--- src/rtl/flash_cmd_pkg.sv ---
// Shared codes and types for the flash command interface controller.
// Assumes the command byte is bits [7:0] of the bus write data.
package flash_cmd_pkg;
    localparam logic [7:0] OP_RD_ARRAY  = 8'hFF;
    localparam logic [7:0] OP_RD_STATUS = 8'h70;
    localparam logic [7:0] OP_RD_IDENT  = 8'h90;
    localparam logic [7:0] OP_CLR_STAT  = 8'h50;
    localparam logic [7:0] OP_PGM_SETUP = 8'h40;
    localparam logic [7:0] OP_ERS_SETUP = 8'h20;
    localparam logic [7:0] OP_CONFIRM   = 8'hD0;
    localparam logic [7:0] OP_SUSPEND   = 8'hB0;

    typedef enum logic [1:0] {
        SEL_ARRAY  = 2'd0,
        SEL_STATUS = 2'd1,
        SEL_IDENT  = 2'd2
    } rd_sel_t;

    typedef enum logic [3:0] {
        M_IDLE, M_PGM, M_PGM_SREQ, M_PGM_SUSP,
        M_ERS, M_ERS_SREQ, M_ERS_SUSP,
        M_NPGM, M_NPGM_SREQ, M_NPGM_SUSP
    } mode_t;

    typedef struct packed {
        logic rd_array;
        logic rd_status;
        logic rd_ident;
        logic clr_stat;
        logic pgm_setup;
        logic ers_setup;
        logic confirm;
        logic suspend;
    } cmd_t;

    typedef struct packed {
        logic set_psus;
        logic clr_psus;
        logic set_esus;
        logic clr_esus;
        logic vpp_err;
        logic pgm_err;
        logic ers_err;
        logic clr_err;
    } sr_evt_t;
endpackage

--- src/rtl/flash_cmd_decode.sv ---
// Command byte decoder: turns a byte into one-hot command flags.
// Assumes nothing about mode; legality is decided by the mode FSM.
module flash_cmd_decode
    import flash_cmd_pkg::*;
(
    input  logic [7:0] code,
    output cmd_t       cmd
);
    // Compare the byte against every known opcode.
    always_comb begin
        cmd           = '0;
        cmd.rd_array  = (code == OP_RD_ARRAY);
        cmd.rd_status = (code == OP_RD_STATUS);
        cmd.rd_ident  = (code == OP_RD_IDENT);
        cmd.clr_stat  = (code == OP_CLR_STAT);
        cmd.pgm_setup = (code == OP_PGM_SETUP);
        cmd.ers_setup = (code == OP_ERS_SETUP);
        cmd.confirm   = (code == OP_CONFIRM);
        cmd.suspend   = (code == OP_SUSPEND);
    end
endmodule

--- src/rtl/flash_mode_fsm.sv ---
// Mode tracker: holds the device mode, the read select, the two-cycle
// setup flags and the latched operation addresses; emits one-cycle
// sequencer pulses and status events. Assumes done/paused inputs are
// one-cycle pulses from the sequencers.
module flash_mode_fsm
    import flash_cmd_pkg::*;
#(
    parameter int AW = 20,
    parameter int DW = 16
) (
    input  logic          clk,
    input  logic          rst_n,
    input  logic          we,
    input  logic [AW-1:0] addr,
    input  logic [DW-1:0] data,
    input  cmd_t          cmd,
    input  logic          vpp_ok,
    input  logic          pgm_done,
    input  logic          pgm_fail,
    input  logic          pgm_paused,
    input  logic          ers_done,
    input  logic          ers_fail,
    input  logic          ers_paused,
    output mode_t         mode,
    output rd_sel_t       sel,
    output logic [AW-1:0] pgm_addr,
    output logic [DW-1:0] pgm_data,
    output logic [AW-1:0] ers_addr,
    output logic          pgm_start,
    output logic          pgm_susp_req,
    output logic          pgm_resume,
    output logic          ers_start,
    output logic          ers_susp_req,
    output logic          ers_resume,
    output sr_evt_t       evt
);
    mode_t   mode_n;
    rd_sel_t sel_n;
    logic    parm, parm_n, earm, earm_n;
    logic    lat_pgm, lat_ers;
    logic    ps_n, psr_n, pr_n, es_n, esr_n, er_n;
    logic    ers_op, op_done, op_fail;

    assign ers_op  = (mode == M_ERS) || (mode == M_ERS_SREQ);
    assign op_done = ers_op ? ers_done : pgm_done;
    assign op_fail = ers_op ? ers_fail : pgm_fail;

    // Next-state decision for mode, read select and pulses.
    always_comb begin
        mode_n = mode;  sel_n = sel;  parm_n = parm;  earm_n = earm;
        lat_pgm = 1'b0; lat_ers = 1'b0;
        ps_n = 1'b0; psr_n = 1'b0; pr_n = 1'b0;
        es_n = 1'b0; esr_n = 1'b0; er_n = 1'b0;
        evt = '0;
        case (mode)
            M_IDLE, M_ERS_SUSP: begin
                if (we && parm) begin
                    parm_n  = 1'b0;
                    sel_n   = SEL_STATUS;
                    lat_pgm = 1'b1;
                    if (vpp_ok) begin
                        ps_n   = 1'b1;
                        mode_n = (mode == M_IDLE) ? M_PGM : M_NPGM;
                    end else begin
                        evt.vpp_err = 1'b1;
                        evt.pgm_err = 1'b1;
                    end
                end else if (we && earm) begin
                    earm_n = 1'b0;
                    if (cmd.confirm) begin
                        sel_n   = SEL_STATUS;
                        lat_ers = 1'b1;
                        if (vpp_ok) begin
                            es_n   = 1'b1;
                            mode_n = M_ERS;
                        end else begin
                            evt.vpp_err = 1'b1;
                            evt.ers_err = 1'b1;
                        end
                    end
                end else if (we) begin
                    if (cmd.rd_array)  sel_n = SEL_ARRAY;
                    if (cmd.rd_status) sel_n = SEL_STATUS;
                    if (cmd.rd_ident)  sel_n = SEL_IDENT;
                    if (cmd.pgm_setup) begin
                        parm_n = 1'b1;
                        sel_n  = SEL_STATUS;
                    end
                    if (mode == M_IDLE) begin
                        if (cmd.ers_setup) begin
                            earm_n = 1'b1;
                            sel_n  = SEL_STATUS;
                        end
                        if (cmd.clr_stat) evt.clr_err = 1'b1;
                    end else if (cmd.confirm) begin
                        er_n         = 1'b1;
                        evt.clr_esus = 1'b1;
                        mode_n       = M_ERS;
                        sel_n        = SEL_STATUS;
                    end
                end
            end
            M_PGM, M_ERS, M_NPGM, M_PGM_SREQ, M_ERS_SREQ, M_NPGM_SREQ: begin
                if (op_done) begin
                    mode_n = (mode == M_NPGM || mode == M_NPGM_SREQ) ? M_ERS_SUSP : M_IDLE;
                    if (op_fail) begin
                        if (ers_op) evt.ers_err = 1'b1;
                        else        evt.pgm_err = 1'b1;
                    end
                end else if (mode == M_PGM_SREQ || mode == M_NPGM_SREQ) begin
                    if (pgm_paused) begin
                        mode_n       = (mode == M_PGM_SREQ) ? M_PGM_SUSP : M_NPGM_SUSP;
                        evt.set_psus = 1'b1;
                    end
                end else if (mode == M_ERS_SREQ) begin
                    if (ers_paused) begin
                        mode_n       = M_ERS_SUSP;
                        evt.set_esus = 1'b1;
                    end
                end else if (we && cmd.suspend) begin
                    sel_n = SEL_STATUS;
                    case (mode)
                        M_PGM:   begin psr_n = 1'b1; mode_n = M_PGM_SREQ;  end
                        M_NPGM:  begin psr_n = 1'b1; mode_n = M_NPGM_SREQ; end
                        default: begin esr_n = 1'b1; mode_n = M_ERS_SREQ;  end
                    endcase
                end else if (we && cmd.rd_status) begin
                    sel_n = SEL_STATUS;
                end
            end
            M_PGM_SUSP, M_NPGM_SUSP: begin
                if (we) begin
                    if (cmd.rd_array)  sel_n = SEL_ARRAY;
                    if (cmd.rd_status) sel_n = SEL_STATUS;
                    if (cmd.rd_ident)  sel_n = SEL_IDENT;
                    if (cmd.confirm) begin
                        pr_n         = 1'b1;
                        evt.clr_psus = 1'b1;
                        mode_n       = (mode == M_PGM_SUSP) ? M_PGM : M_NPGM;
                        sel_n        = SEL_STATUS;
                    end
                end
            end
            default: mode_n = M_IDLE;
        endcase
    end

    // Register mode, select, setup flags and pulses.
    always_ff @(posedge clk) begin
        if (!rst_n) begin
            mode <= M_IDLE;  sel <= SEL_ARRAY;
            parm <= 1'b0;    earm <= 1'b0;
            pgm_start <= 1'b0; pgm_susp_req <= 1'b0; pgm_resume <= 1'b0;
            ers_start <= 1'b0; ers_susp_req <= 1'b0; ers_resume <= 1'b0;
        end else begin
            mode <= mode_n;  sel <= sel_n;
            parm <= parm_n;  earm <= earm_n;
            pgm_start <= ps_n; pgm_susp_req <= psr_n; pgm_resume <= pr_n;
            ers_start <= es_n; ers_susp_req <= esr_n; ers_resume <= er_n;
        end
    end

    // Latch the program and erase targets on their second cycle.
    always_ff @(posedge clk) begin
        if (!rst_n) begin
            pgm_addr <= '0; pgm_data <= '0; ers_addr <= '0;
        end else begin
            if (lat_pgm) begin
                pgm_addr <= addr;
                pgm_data <= data;
            end
            if (lat_ers) ers_addr <= addr;
        end
    end
endmodule

--- src/rtl/flash_status_reg.sv ---
// Status byte: suspend flags follow sequencer events, error flags are
// sticky until cleared; ready comes from the current mode.
module flash_status_reg
    import flash_cmd_pkg::*;
(
    input  logic    clk,
    input  logic    rst_n,
    input  sr_evt_t evt,
    input  logic    ready,
    output logic [7:0] status
);
    logic esus, eerr, perr, verr, psus;

    // Update each status flag from its set and clear events.
    always_ff @(posedge clk) begin
        if (!rst_n) begin
            esus <= 1'b0; eerr <= 1'b0; perr <= 1'b0; verr <= 1'b0; psus <= 1'b0;
        end else begin
            if (evt.set_psus)      psus <= 1'b1;
            else if (evt.clr_psus) psus <= 1'b0;
            if (evt.set_esus)      esus <= 1'b1;
            else if (evt.clr_esus) esus <= 1'b0;
            if (evt.clr_err) begin
                eerr <= 1'b0; perr <= 1'b0; verr <= 1'b0;
            end else begin
                if (evt.ers_err) eerr <= 1'b1;
                if (evt.pgm_err) perr <= 1'b1;
                if (evt.vpp_err) verr <= 1'b1;
            end
        end
    end

    assign status = {ready, esus, eerr, perr, verr, psus, 2'b00};
endmodule

--- src/rtl/flash_blk_guard.sv ---
// Read guard: flags an array read that falls in a suspended block.
// Assumes the block index is the top BW bits of an address.
module flash_blk_guard #(
    parameter int BW = 4
) (
    input  logic          sel_array,
    input  logic          psus,
    input  logic          esus,
    input  logic [BW-1:0] rd_blk,
    input  logic [BW-1:0] pgm_blk,
    input  logic [BW-1:0] ers_blk,
    output logic          blocked
);
    // Compare the read block with each suspended target.
    always_comb begin
        blocked = sel_array && ((psus && (rd_blk == pgm_blk)) ||
                                (esus && (rd_blk == ers_blk)));
    end
endmodule

--- src/rtl/flash_cmd_ctrl.sv ---
// Flash command interface controller, top level. Decodes bus writes,
// tracks the mode with two-level suspend, drives the read select and
// the sequencer pulses, and holds the status byte.
module flash_cmd_ctrl
    import flash_cmd_pkg::*;
#(
    parameter int AW = 20,
    parameter int DW = 16,
    parameter int BW = 4
) (
    input  logic          clk,
    input  logic          rst_n,
    input  logic          bus_we,
    input  logic [AW-1:0] bus_addr,
    input  logic [DW-1:0] bus_data,
    input  logic [BW-1:0] rd_blk,
    input  logic          vpp_ok,
    input  logic          pgm_done,
    input  logic          pgm_fail,
    input  logic          pgm_paused,
    input  logic          ers_done,
    input  logic          ers_fail,
    input  logic          ers_paused,
    output logic [1:0]    rd_sel,
    output logic          rd_blocked,
    output logic [7:0]    status,
    output logic [AW-1:0] pgm_addr,
    output logic [DW-1:0] pgm_data,
    output logic [AW-1:0] ers_addr,
    output logic          pgm_start,
    output logic          pgm_susp_req,
    output logic          pgm_resume,
    output logic          ers_start,
    output logic          ers_susp_req,
    output logic          ers_resume
);
    localparam int BLK_LO = AW - BW;

    cmd_t    cmd;
    mode_t   mode;
    rd_sel_t sel;
    sr_evt_t evt;
    logic    ready;

    flash_cmd_decode u_dec (.code(bus_data[7:0]), .cmd(cmd));

    flash_mode_fsm #(.AW(AW), .DW(DW)) u_fsm (
        .clk(clk), .rst_n(rst_n), .we(bus_we), .addr(bus_addr), .data(bus_data),
        .cmd(cmd), .vpp_ok(vpp_ok),
        .pgm_done(pgm_done), .pgm_fail(pgm_fail), .pgm_paused(pgm_paused),
        .ers_done(ers_done), .ers_fail(ers_fail), .ers_paused(ers_paused),
        .mode(mode), .sel(sel),
        .pgm_addr(pgm_addr), .pgm_data(pgm_data), .ers_addr(ers_addr),
        .pgm_start(pgm_start), .pgm_susp_req(pgm_susp_req), .pgm_resume(pgm_resume),
        .ers_start(ers_start), .ers_susp_req(ers_susp_req), .ers_resume(ers_resume),
        .evt(evt)
    );

    // Ready is high whenever no sequencer is running.
    always_comb begin
        ready = (mode == M_IDLE) || (mode == M_PGM_SUSP) ||
                (mode == M_ERS_SUSP) || (mode == M_NPGM_SUSP);
    end

    flash_status_reg u_sr (.clk(clk), .rst_n(rst_n), .evt(evt), .ready(ready), .status(status));

    flash_blk_guard #(.BW(BW)) u_guard (
        .sel_array(sel == SEL_ARRAY), .psus(status[2]), .esus(status[6]),
        .rd_blk(rd_blk), .pgm_blk(pgm_addr[AW-1:BLK_LO]), .ers_blk(ers_addr[AW-1:BLK_LO]),
        .blocked(rd_blocked)
    );

    assign rd_sel = sel;
endmodule

--- config.mk ---
export PLATFORM = sky130hd
export DESIGN_NAME = flash_cmd_ctrl
export DESIGN_NICKNAME = d
export VERILOG_FILES = /design/src/rtl/flash_cmd_pkg.sv /design/src/rtl/flash_cmd_decode.sv /design/src/rtl/flash_mode_fsm.sv /design/src/rtl/flash_status_reg.sv /design/src/rtl/flash_blk_guard.sv /design/src/rtl/flash_cmd_ctrl.sv
export SDC_FILE = /design/constraint.sdc
export NUM_CORES = 1
export LEC_CHECK = 0
export ABC_AREA = 1
export BUFFER_PORTS_ARGS = -buffer_cell sky130_fd_sc_hd__buf_2
export CAP_MARGIN = 5
export CORE_MARGIN = 10
export CORE_UTILIZATION = 50
export CTS_CLUSTER_DIAMETER = 60
export DETAILED_ROUTE_END_ITERATION = 8
export PLACE_DENSITY = 0.8
export SLEW_MARGIN = 20
export SYNTH_ARGS = -nofsm -noshare
export SYNTH_HDL_FRONTEND = slang
export SYNTH_SLANG_ARGS = --single-unit
--- constraint.sdc ---
create_clock -name clk -period 2.02 [get_ports clk]
set_input_delay 0.202 -clock clk [delete_from_list [all_inputs] [get_ports clk]]
set_output_delay 0.202 -clock clk [all_outputs]
set_load 0.01 [all_outputs]
==> results of run 1 <==
## worst max-delay path, cell delays in order (launching register included)
cell and delay [ns]:
dfxtp_1 0.44, inv_2 0.08, nor2_1 0.14, nand2_1 0.11
nand2_2 0.15, inv_2 0.05, nand3_2 0.21, inv_1 0.10
nand2_1 0.07, nand3_1 0.09, nor2_2 0.14, nand2_1 0.07
nand2_1 0.07, nor2_1 0.04
## layer usage
layer / vias up / share of wire
li1: 1839 / -
met1: 1615 / 0.44
met2: 109 / 0.45
met3: 8 / 0.096
met4: 0 / 0.0079
met5: - / 0
## worst max-delay path by stage
stage / startpoint / endpoint / slack [ns]
finish: u_fsm.mode[3] / u_fsm.sel[0] / 0.18
global route: u_fsm.mode[1] / u_fsm.pgm_data[5] / 0.009
CTS: u_fsm.mode[3] / u_fsm.sel[0] / 0.19
detailed placement: u_fsm.mode[3] / u_fsm.sel[1] / 0.22
global placement: bus_data[1] / u_fsm.mode[3] / 0.26
floorplan: u_fsm.mode[3] / u_fsm.pgm_addr[10] / 0.53
## cells in the mapped netlist
master     n  area, um^2
a211oi_1   8        60.1
a21boi_0   1        7.51
a21oi_1   26         130
buf_2      8        40.0
buf_4      9        67.6
buf_6      3        33.8
clkbuf_1  11        41.3
clkinv_1   1        3.75
conb_1     1        3.75
dfxtp_1   75        1500
inv_1     41         154
inv_2      6        22.5
nand2_1   68         255
nand2_2    9        56.3
nand2_4    3        33.8
nand3_1   19        95.1
nand3_2    3        30.0
nand4_1    7        43.8
nand4_4    1        21.3
nor2_1    99         372
nor2_2     5        31.3
nor2_4     4        45.0
nor2_8     1        20.0
nor3_1     8        40.0
nor3_4     1        16.3
nor4_1    14        87.6
o21a_1     3        22.5
o21ai_0   44         220
o21ai_1   12        60.1
o221a_2    1        11.3
o22ai_1    1        6.26
xnor2_1    2        17.5
xor2_1     4        35.0
## stage by stage
step / setup WS, ns / total power [mW] / instances / hold slack (ns)
floorplan: 0.530 / 1.60 / 500 / 0.337
global placement: 0.263 / 1.67 / 691 / 0.422
detailed placement: 0.215 / 1.67 / 691 / 0.435
CTS: 0.185 / 2.84 / 707 / 0.0725
global route: 0.00901 / 2.92 / 707 / 0.0833
finish: 0.177 / 2.83 / 707 / 0.0797
## area by class of cell
cell class | instances | area [um^2] | share of cell area
Inverter | 48 | 180 | 0.0410
Sequential cell | 75 | 1500 | 0.342
Timing Repair Buffer | 126 | 658 | 0.150
Clock buffer | 11 | 141 | 0.0322
Tap cell | 96 | 120 | 0.0273
Multi-Input combinational cell | 346 | 1730 | 0.394
Clock inverter | 5 | 61.3 | 0.0139
## logic make-up (layout without fill, tap and decap cells)
kind of cell / after synthesis / after routing / synth area share
flops: 75 / 75 / 0.419
buf+inv: 79 / 190 / 0.101
other cells: 1 / 2 / 0.00105
compound gates: 96 / 96 / 0.144
xor+xnor: 6 / 6 / 0.0147
simple gates: 242 / 242 / 0.320
## flip-flops by register name, indices dropped and copies added, names as in the netlist, 2 cells and up
name            cells
u_fsm.pgm_addr     20
u_fsm.mode          4
u_fsm.sel           2
u_fsm.pgm_data     16
u_fsm.ers_addr     20
## where the power goes
part | internal, mW | switching (mW)
Clock | 0.612 | 0.574
Sequential | 1.48 | 0.00222
Combinational | 0.0607 | 0.0967
Total | 2.15 | 0.673
==> impl_metrics.ini, run 1 <==
[setup_path]
cp.required_ns = 2.27
worst_ep_arrival_time_ns = 2.09
critical_path_class = flop to flop
reg2reg_from = u_fsm.mode[3]
crit_fanout = 11
startpoint_type = flop
worstRegToRegCells = 13
r2r_slack_ns = 0.18
rr_endpoint = u_fsm.sel[0]
end_kind = flop

[job]
max_cap_viol_count = 0

[detailed_routing]
drcViolationCount = 0
vias = 3571
viasPerCell = 5.05
wire_per_inst_um = 14.4
dr.pass1.iters = 4
drtIter0Drc = 194
ant_nets = 0
routed_wirelength_um = 10200

[cts]
cts_max_level = 3
clkSinkCount = 75
clock_path_buffers = 2
post_cts_resized = 0
ctsHoldBuffers = 0
cts-root-buf = clkbuf_8
postCtsSetupRepairBufs = 0
cts_inserted_buffers = 9
clk_pin_slew_worst_paths_ns = 0.08
cts_tree = done
clock_latency_ns = 0.34

[power]
p_leak_nw = 2.28
ir_drop_v = 0.000477
cellPowerDensity_nw_per_um2 = 643

[logic_synthesis]
avgSynthCellArea_um2 = 7.19
synth_cell_type_count = 33
ys_warn_count = 0
syn_area_um2 = 3590
syn_inst = 499
synth-seq-cells = 75
seq_area_frac_synth = 0.419

[die]
die_h_um = 105
dieWidth_um = 105
core_um2 = 6870
start_util = 0.522
ios = 123
fp-row-count = 30
dieArea_um2 = 11000

[grt]
antenna_found_initial = 0
grt_pass1_vias = 3560
grtUsageMet2 = 0.293
grt_pass1_wl_um = 17200
use_met1 = 0.222
grt_util_met3 = 0.0786
gr-usage-all-layers = 0.184
grt.overflow.total = 0
grt_max_degree = 53
grt.busiest_layer = met2

[cells_and_area]
fin_util = 0.640
mostFrequentLayoutCells = buf_2, nor2_1, dfxtp_1
n_fill_cell = 608
layout_commonest_cell = buf_2
syn_to_final_growth_pct = 22.6
stdcell_area_um2 = 4400
nets = 656
drive_gt1_frac = 0.288
antenna_cells = 0

[timing]
finalCritPeriodShare = 0.912
fin_crit_ns = 1.84
finClkSkew_ns = 0.0117
rsz0062_at_grt = false
setup_tns_ns = 0
setup_viol = 0
drv_slew = 0
finalHoldViolations = 0
slew_headroom = 0.554
fmax_ghz = 0.543
tightest_slew_ns = 0.668

[status]
run_status = finished clean

[place]
place.gp.congestion = 0.933
dpl.hpwl_um = 7720
place_area_um2 = 4190
port_buffers = 120

[worst_hold_path]
min_from = bus_data[10]
holdCritPathClass = input pin to flop
hold_depth = 3
min_to = u_fsm.pgm_data[10]
Power figures use the tool's default switching activity.
==> inputs of run 2 (changes only) <==
Settings changed: CORE_ASPECT_RATIO set to 0.7.
==> impl_metrics.ini, run 2 (synthesis results as in run 1) <==
[status]
run_status = finished clean

[job]
max_cap_viol_count = 0

[detailed_routing]
vias = 3652
routed_wirelength_um = 10600
viasPerCell = 5.18
wire_per_inst_um = 15.1
drtIter0Drc = 259
drcViolationCount = 0
ant_nets = 0
dr.pass1.iters = 5

[timing]
drv_slew = 0
setup_tns_ns = 0
fin_crit_ns = 1.83
finalHoldViolations = 0
rsz0062_at_grt = false
finClkSkew_ns = 0.00847
finalCritPeriodShare = 0.907
setup_ws_ns = 0.188
fmax_ghz = 0.546
setup_viol = 0

[die]
core_um2 = 6850
dieArea_um2 = 11000
start_util = 0.523
fp-row-count = 25
ios = 123
dieWidth_um = 121
die_h_um = 90.9

[cts]
clock_latency_ns = 0.35
clk_pin_slew_worst_paths_ns = 0.08
ctsHoldBuffers = 0
cts_inserted_buffers = 9
clock_path_buffers = 2
clkSinkCount = 75
post_cts_resized = 0
postCtsSetupRepairBufs = 0
cts_tree = done
cts_max_level = 3
cts-root-buf = clkbuf_8

[setup_path]
critical_path_class = flop to output port
worst_ep_arrival_time_ns = 1.63
end_kind = output port
crit_chain = inv_2 -> nor2_1 -> nand2_1 -> nand2_2 -> inv_1 -> nand2_2 -> buf_2
path_buf_inv = 3
crit_fanout = 5
cp.required_ns = 1.82
slowest_stage = dfxtp_1
cp_top_family = simple AND/OR/NAND/NOR gates
startpoint_type = flop
crit_path_frequent_cell = nand2_2
slowest_delay_ns = 0.45

[grt]
antenna_found_initial = 0
grt_max_degree = 53
gr-usage-all-layers = 0.190
grt_pass1_wl_um = 17400
grt.overflow.total = 0
grt_pass1_vias = 3491

[cells_and_area]
mostFrequentLayoutCells = buf_2, nor2_1, dfxtp_1
largestRegisters = u_fsm.ers_addr x20, u_fsm.pgm_addr x20, u_fsm.pgm_data x16
syn_to_final_growth_pct = 24.4
nets = 657
layout_commonest_cell = buf_2
n_fill_cell = 625
drive_gt1_frac = 0.290
antenna_cells = 0

[worst_hold_path]
holdCritPathClass = input pin to flop

[power]
p_leak_nw = 2.31
cellPowerDensity_nw_per_um2 = 708
ir_drop_v = 0.000400

[place]
dpl.hpwl_um = 8050
place_ws_ns = 0.231
port_buffers = 120
place.gp.congestion = 0.949
run 2: changes by cell type in the layout (fill, tap and decap cells not counted), sizes merged:
cell    change
clkinv      -2
buf         +1
clkbuf      -2
bufinv      +3
run 2: where the power goes:
group / switching, mW / internal [mW] / leakage (nW)
clock: 0.569 / 0.945 / 0.130
combinational: 0.0995 / 0.0608 / 1.58
sequential: 0.00198 / 1.48 / 0.604
run 2: final timing paths:
check	depth (start not counted)	slack, ns	start	endpoint
min reg2reg	1	0.47	u_sr.verr	u_sr.verr
max	7	0.19	u_fsm.mode[3]	status[7]
min	3	0.08	bus_data[13]	u_fsm.pgm_data[13]
max reg2reg	13	0.19	u_fsm.mode[3]	u_fsm.sel[0]
run 2: worst reg2reg max path: cells and delay by family (launching register included):
kind | cells | cell delay [ns]
flops | 1 | 0.45
buf+inv | 3 | 0.23
simple gates | 10 | 1.07
run 2: stage by stage:
stage          cells   util  area (um^2)  power [mW]  hold slack (ns)
2_1_floorplan    500      -         3590        1.60            0.337
3_3_place_gp     690  0.613         4200        1.67            0.424
3_5_place_dp     690  0.613         4200        1.67            0.433
4_1_cts          705  0.651         4460        3.18           0.0679
5_1_grt          705  0.651         4460        3.25           0.0782
6_report         705  0.651         4460        3.16           0.0769
run 2: final cells by class:
class	instances	area [um^2]	share of cell area
Clock buffer	9	124	0.0278
Clock inverter	6	138	0.0309
Sequential cell	75	1500	0.337
Timing Repair Buffer	127	666	0.149
Inverter	48	180	0.0404
Multi-Input combinational cell	346	1730	0.389
Tap cell	94	118	0.0264
run 2: per-layer routing:
layer | wire length (um) | part of all wire | GRT usage
met2 | 4600 | 0.43 | 0.290
met3 | 1250 | 0.12 | 0.0806
met1 | 4630 | 0.44 | 0.239
met4 | 133 | 0.013 | 0.0495
met5 | 0 | 0 | 0
